[src/rtl/alu_pkg.sv]
package alu_pkg;

    typedef enum logic [3:0] {
        OP_ADD  = 4'd0,
        OP_ADDU = 4'd1,
        OP_SUB  = 4'd2,
        OP_SUBU = 4'd3,
        OP_AND  = 4'd4,
        OP_OR   = 4'd5,
        OP_XOR  = 4'd6,
        OP_NOR  = 4'd7,
        OP_SLT  = 4'd8,
        OP_SLTU = 4'd9,
        OP_SLL  = 4'd10,
        OP_SRL  = 4'd11,
        OP_SRA  = 4'd12,
        OP_LUI  = 4'd13
    } alu_op_e;

    // Arithmetic and compare codes widen the immediate with its sign bit.
    function automatic logic op_sign_ext(input alu_op_e op);
        return op inside {OP_ADD, OP_ADDU, OP_SUB, OP_SUBU, OP_SLT, OP_SLTU};
    endfunction

    // Codes that drive the shared adder in subtract mode.
    function automatic logic op_uses_sub(input alu_op_e op);
        return op inside {OP_SUB, OP_SUBU, OP_SLT, OP_SLTU};
    endfunction

endpackage

[src/rtl/alu_opb_sel.sv]
module alu_opb_sel
    import alu_pkg::*;
#(
    parameter int unsigned DATA_W = 32,
    parameter int unsigned IMM_W  = 16
) (
    input  alu_op_e           op,
    input  logic              use_imm,
    input  logic [DATA_W-1:0] b_reg,
    input  logic [IMM_W-1:0]  imm,
    output logic [DATA_W-1:0] opb
);
    localparam int unsigned PAD_W = DATA_W - IMM_W;

    logic [PAD_W-1:0] fill;

    always_comb begin
        fill = op_sign_ext(op) ? {PAD_W{imm[IMM_W-1]}} : '0;
        opb  = use_imm ? {fill, imm} : b_reg;
    end
endmodule

[src/rtl/alu_addsub.sv]
module alu_addsub #(
    parameter int unsigned DATA_W = 32
) (
    input  logic [DATA_W-1:0] a,
    input  logic [DATA_W-1:0] b,
    input  logic              sub,
    output logic [DATA_W-1:0] sum,
    output logic              ovf_s,
    output logic              lt_s,
    output logic              lt_u
);
    localparam int unsigned MSB = DATA_W - 1;

    logic [DATA_W-1:0] b_x;
    logic              cout;

    always_comb begin
        b_x         = sub ? ~b : b;
        {cout, sum} = {1'b0, a} + {1'b0, b_x} + {{DATA_W{1'b0}}, sub};
        // Operands agree in sign but the sum does not: out of range.
        ovf_s       = (a[MSB] == b_x[MSB]) && (sum[MSB] != a[MSB]);
        // With subtract selected, no carry out means a borrow: a < b unsigned.
        lt_u        = sub & ~cout;
        lt_s        = sum[MSB] ^ ovf_s;
    end
endmodule

[src/rtl/alu_shift.sv]
module alu_shift #(
    parameter int unsigned DATA_W = 32,
    parameter int unsigned SH_W   = 5
) (
    input  logic [DATA_W-1:0] a,
    input  logic [SH_W-1:0]   amt,
    input  logic [1:0]        mode,
    output logic [DATA_W-1:0] y
);
    always_comb begin
        unique case (mode)
            2'd0:    y = a << amt;
            2'd1:    y = a >> amt;
            default: y = DATA_W'($signed(a) >>> amt);
        endcase
    end
endmodule

[src/rtl/alu_core.sv]
module alu_core
    import alu_pkg::*;
#(
    parameter int unsigned DATA_W = 32,
    parameter int unsigned IMM_W  = 16,
    localparam int unsigned SH_W  = $clog2(DATA_W)
) (
    input  logic              clk,
    input  logic              rst_n,
    input  logic [3:0]        op_i,
    input  logic              use_imm_i,
    input  logic [DATA_W-1:0] a_i,
    input  logic [DATA_W-1:0] b_i,
    input  logic [IMM_W-1:0]  imm_i,
    input  logic [SH_W-1:0]   shamt_i,
    output logic [DATA_W-1:0] result_o,
    output logic              zero_o,
    output logic              ovf_o
);
    localparam int unsigned LO_W = DATA_W - IMM_W;

    typedef struct packed {
        logic [DATA_W-1:0] res;
        logic              zero;
        logic              ovf;
    } out_t;

    alu_op_e           op;
    logic [DATA_W-1:0] opb;
    logic [DATA_W-1:0] sum;
    logic [DATA_W-1:0] sh_y;
    logic              ovf_s, lt_s, lt_u;
    logic [1:0]        sh_mode;
    out_t              out_d, out_q;

    assign op = alu_op_e'(op_i);

    alu_opb_sel #(.DATA_W(DATA_W), .IMM_W(IMM_W)) u_opb (
        .op      (op),
        .use_imm (use_imm_i),
        .b_reg   (b_i),
        .imm     (imm_i),
        .opb     (opb)
    );

    alu_addsub #(.DATA_W(DATA_W)) u_addsub (
        .a     (a_i),
        .b     (opb),
        .sub   (op_uses_sub(op)),
        .sum   (sum),
        .ovf_s (ovf_s),
        .lt_s  (lt_s),
        .lt_u  (lt_u)
    );

    always_comb begin
        unique case (op)
            OP_SRL:  sh_mode = 2'd1;
            OP_SRA:  sh_mode = 2'd2;
            default: sh_mode = 2'd0;
        endcase
    end

    alu_shift #(.DATA_W(DATA_W), .SH_W(SH_W)) u_shift (
        .a    (a_i),
        .amt  (shamt_i),
        .mode (sh_mode),
        .y    (sh_y)
    );

    always_comb begin
        out_d     = '0;
        case (op)
            OP_ADD, OP_SUB: begin
                out_d.res = sum;
                out_d.ovf = ovf_s;
            end
            OP_ADDU, OP_SUBU:        out_d.res = sum;
            OP_AND:                  out_d.res = a_i & opb;
            OP_OR:                   out_d.res = a_i | opb;
            OP_XOR:                  out_d.res = a_i ^ opb;
            OP_NOR:                  out_d.res = ~(a_i | opb);
            OP_SLT:                  out_d.res = {{(DATA_W-1){1'b0}}, lt_s};
            OP_SLTU:                 out_d.res = {{(DATA_W-1){1'b0}}, lt_u};
            OP_SLL, OP_SRL, OP_SRA:  out_d.res = sh_y;
            OP_LUI:                  out_d.res = {imm_i, {LO_W{1'b0}}};
            default:                 out_d.res = '0;
        endcase
        out_d.zero = (out_d.res == '0);
    end

    always_ff @(posedge clk or negedge rst_n) begin
        if (!rst_n) begin
            out_q <= '{res: '0, zero: 1'b1, ovf: 1'b0};
        end else begin
            out_q <= out_d;
        end
    end

    assign result_o = out_q.res;
    assign zero_o   = out_q.zero;
    assign ovf_o    = out_q.ovf;
endmodule

[config.mk]
export PLATFORM = sky130hd
export DESIGN_NAME = alu_core
export DESIGN_NICKNAME = d
export VERILOG_FILES = /design/src/rtl/alu_pkg.sv /design/src/rtl/alu_opb_sel.sv /design/src/rtl/alu_addsub.sv /design/src/rtl/alu_shift.sv /design/src/rtl/alu_core.sv
export SDC_FILE = /design/constraint.sdc
export NUM_CORES = 1
export LEC_CHECK = 0
export BUFFER_PORTS_ARGS = -buffer_cell sky130_fd_sc_hd__buf_2
export CORE_ASPECT_RATIO = 0.5
export CORE_MARGIN = 3
export CORE_UTILIZATION = 40
export CTS_BUF_LIST = sky130_fd_sc_hd__clkbuf_2
export DETAILED_ROUTE_END_ITERATION = 8
export PLACE_DENSITY = 0.69
export SLEW_MARGIN = 20
export SYNTH_ARGS = -nofsm -noshare
export SYNTH_HDL_FRONTEND = slang
export SYNTH_SLANG_ARGS = --single-unit
[constraint.sdc]
create_clock -name clk -period 0.8 [get_ports clk]
set_input_delay 0 -clock clk [delete_from_list [all_inputs] [get_ports clk]]
set_output_delay 0 -clock clk [all_outputs]
set_load 0.1 [all_outputs]
==> flow_metrics.tcl <==
set metrics [dict create \
    violations "hold timing, setup timing" \
    fmax_ghz 0.294 \
    netlist_instances 1404 \
    drv_cap 0 \
    post-route-min-period_ps 3400 \
    grt_use_total 0.445 \
    internal_power_mw 12.1 \
    cts_tree "done" \
    arrival_ps 3780 \
    slowest_delay_ps 380 \
    synth_commonest_cells "nand2_1 (108), o21ai_0 (105), ha_1 (96)" \
    synth_top_cell_area_share 0.111 \
    hold_class "input port to flop" \
    ys_seq_area_frac 0.0781 \
    yosysMostFrequentCell "nand2_1" \
    period_share 4.25 \
    die_area_mm2 0.0294 \
    drt_pre_antenna_iters 5 \
    gp_congestion 1.13 \
    start_kind "input port" \
    wirelength_um 68500 \
    clockBufferDepth 2 \
    utilization 0.685 \
    netSwitchingFraction 0.515 \
    synth_edf_count 0 \
    yosysTopAreaCell "mux4_2" \
    critical_path_required_ps 1180 \
    nNetsFinal 2225 \
    antenna_found_initial 5 \
    ys_ff_latch 34 \
    final-setup-viol-count 68 \
    combPwrFrac 0.869 \
    outcome "finished, violations left" \
    hold_buffers 1 \
    num_vias 15300 \
    total_leakage_power_nw 8.46 \
    synth_top_flop_cell "dfrtp_1" \
    die_h_um 123 \
    grt_max_degree 48 \
    start_util 0.410 \
    syn-mean-instance-area_um2 7.77 \
    seq_power_share 0.096 \
    rsz0062_at_grt "yes" \
    p_switching_mw 12.8 \
    worstMarginPinSlew_ps 908 \
    yosysUniqueCellTypes 91 \
    vdd_drop_max_v 0.00156 \
    slowest_stage "fa_2" \
    clkPwrFrac 0.035 \
    ioPinCount 126 \
    wl_per_cell_um 28.7 \
    h-tree-depth 2 \
    hold_violations 1 \
    netlist_area_mm2 0.0109 \
    grt_first_pass_wirelength_um 95400 \
    cts.sinks 34 \
    core-area_mm2 0.0266 \
    ant_nets 0 \
    drt-vias-per-instance 6.41 \
    cts_buffers 5 \
    clock-root-buffer "clkbuf_2" \
    path_class "input port to flop" \
    drc 0 \
    fin_ws_ps -2600 \
    synth-async-reset-ratio 1.00 \
    worstPathCellList "buf_12 > buf_12 > mux2i_4 > nor2_2 > a21o_1 > fa_2 > a211oi_2 > buf_4 > o211ai_1 > buf_4 > a211oi_4 > nor2_2 > a41oi_4 > nor4_2 > a211o_1 > or3_1 > nor4_1 > nand4b_1 > nor3_2" \
    synthesis.nets 1593 \
    yosysWarningCount 0 \
    relSlewSlack 0.388 \
    fin_tns_setup_ps -66860 \
    critical_path.top_delay_family "compound AO/OA/AOI/OAI gates" \
    die_w_um 240 \
    grt-ovfl-total 0 \
    endpoint_kind "flop" \
    slew_viol_final 0 \
    dr.first_iter.drc_count 2160 \
    portBuffers 125 \
    dp_hpwl_um 54100 \
    path_clk_slew_ps 220 \
    drive_gt1_frac 0.506 \
    timing.critical_path.buf_inv 4 \
    p_per_area_mw_per_mm2 1360 \
    grt_pass1_vias 14600 \
    path_max_fanout 5 \
    syn_to_final_growth_pct 67.1 \
    synthTopCellsByArea "mux4_2 (11%), ha_1 (11%), mux2i_1 (8.3%), dfrtp_1 (7.6%), xnor2_1 (5.3%)" \
    pre_cts_ws_ps -3130 \
    core.rowCount 42 \
    holdWs_ps -39.6 \
]
-- metrics by stage --
step           total power [mW]  instances  cell area (um2)
5_1_grt                    25.8       2390            18200
3_5_place_dp               20.4       2331            16600
4_1_cts                    22.7       2371            17500
2_1_floorplan              11.5       1404            11100
3_3_place_gp               20.3       2331            16600
6_report                   24.9       2391            18200
-- what timing repair did --
item / CTS / global route
cloned: 3 / 0
setup endpoints to repair: 68 / 68
hold endpoints to repair: 35 / 1
resized for setup: 144 / 109
buffers inserted: 29 / 29
pin swaps: 47 / 54
-- metal layers --
metal	up-vias	GRT usage	wire length [um]
li1	6544	-	-
met1	7415	0.583	26600
met2	1127	0.639	27300
met3	244	0.216	11200
met4	6	0.147	3330
met5	-	0	37
-- cell families (layout without fill, tap and decap cells) --
kind of cell | count (synthesis) | after routing | share of synthesized area
flops | 34 | 34 | 0.0781
other cells | 0 | 2 | 0
xor+xnor | 84 | 84 | 0.0674
mux | 175 | 175 | 0.227
buf+inv | 199 | 832 | 0.0782
compound gates | 430 | 430 | 0.261
simple gates | 385 | 385 | 0.177
fa+ha+maj | 97 | 97 | 0.112
-- cell type report --
type / count / area, um2
fillers: 2076 / 8400
repair buffers: 751 / 6360
multi-input cells: 1171 / 10200
diodes: 2 / 5.00
clock inverters: 2 / 8.76
clock buffers: 6 / 30.0
well taps: 352 / 440
inverters: 73 / 274
flip-flops and latches: 34 / 893
-- state kept, by name, summed over array words and instances, names as in the netlist --
name and flops:
ovf_o 1, result_o 32, zero_o 1
-- power groups by stage --
stage          clock network, mW  registers, mW  logic, mW
2_1_floorplan                  0           4.61       6.91
3_3_place_gp                   0           2.41       17.9
3_5_place_dp                   0           2.44       18.0
4_1_cts                    0.886           2.40       19.4
5_1_grt                    0.966           2.41       22.4
6_report                   0.862           2.39       21.6
-- worst min-delay path: stages --
cell	delay, ps
buf_2	100
buf_4	100
a221oi_1	90
o21ai_2	60
-- final timing paths --
kind,from,to,slack [ps],cells after the start
max in group asynchronous,rst_n,zero_o$_DFF_PN1_,490,3
worst min-delay path,imm_i[12],result_o[28]$_DFF_PN0_,-40,4
worst max-delay path,use_imm_i,zero_o$_DFF_PN1_,-2600,19
min in group asynchronous,rst_n,result_o[20]$_DFF_PN0_,60,3
-- layout by cell type (no fill, tap or decap), types with 17 or more instances in the layout --
master and instances:
buf_4 565, nand2_1 103, ha_1 88, nor2_1 87, buf_2 86, mux2i_1 83
o21ai_0 78, inv_1 70, a21oi_1 59, buf_12 57, mux4_2 54, xnor2_1 51
buf_6 34, dfrtp_2 33, nand3_1 31, mux2_2 29, a211oi_1 27, o211ai_1 23
o22ai_1 23, nor3_1 22, a21o_1 19, a22oi_1 17
(Power assumes the default switching activity.)
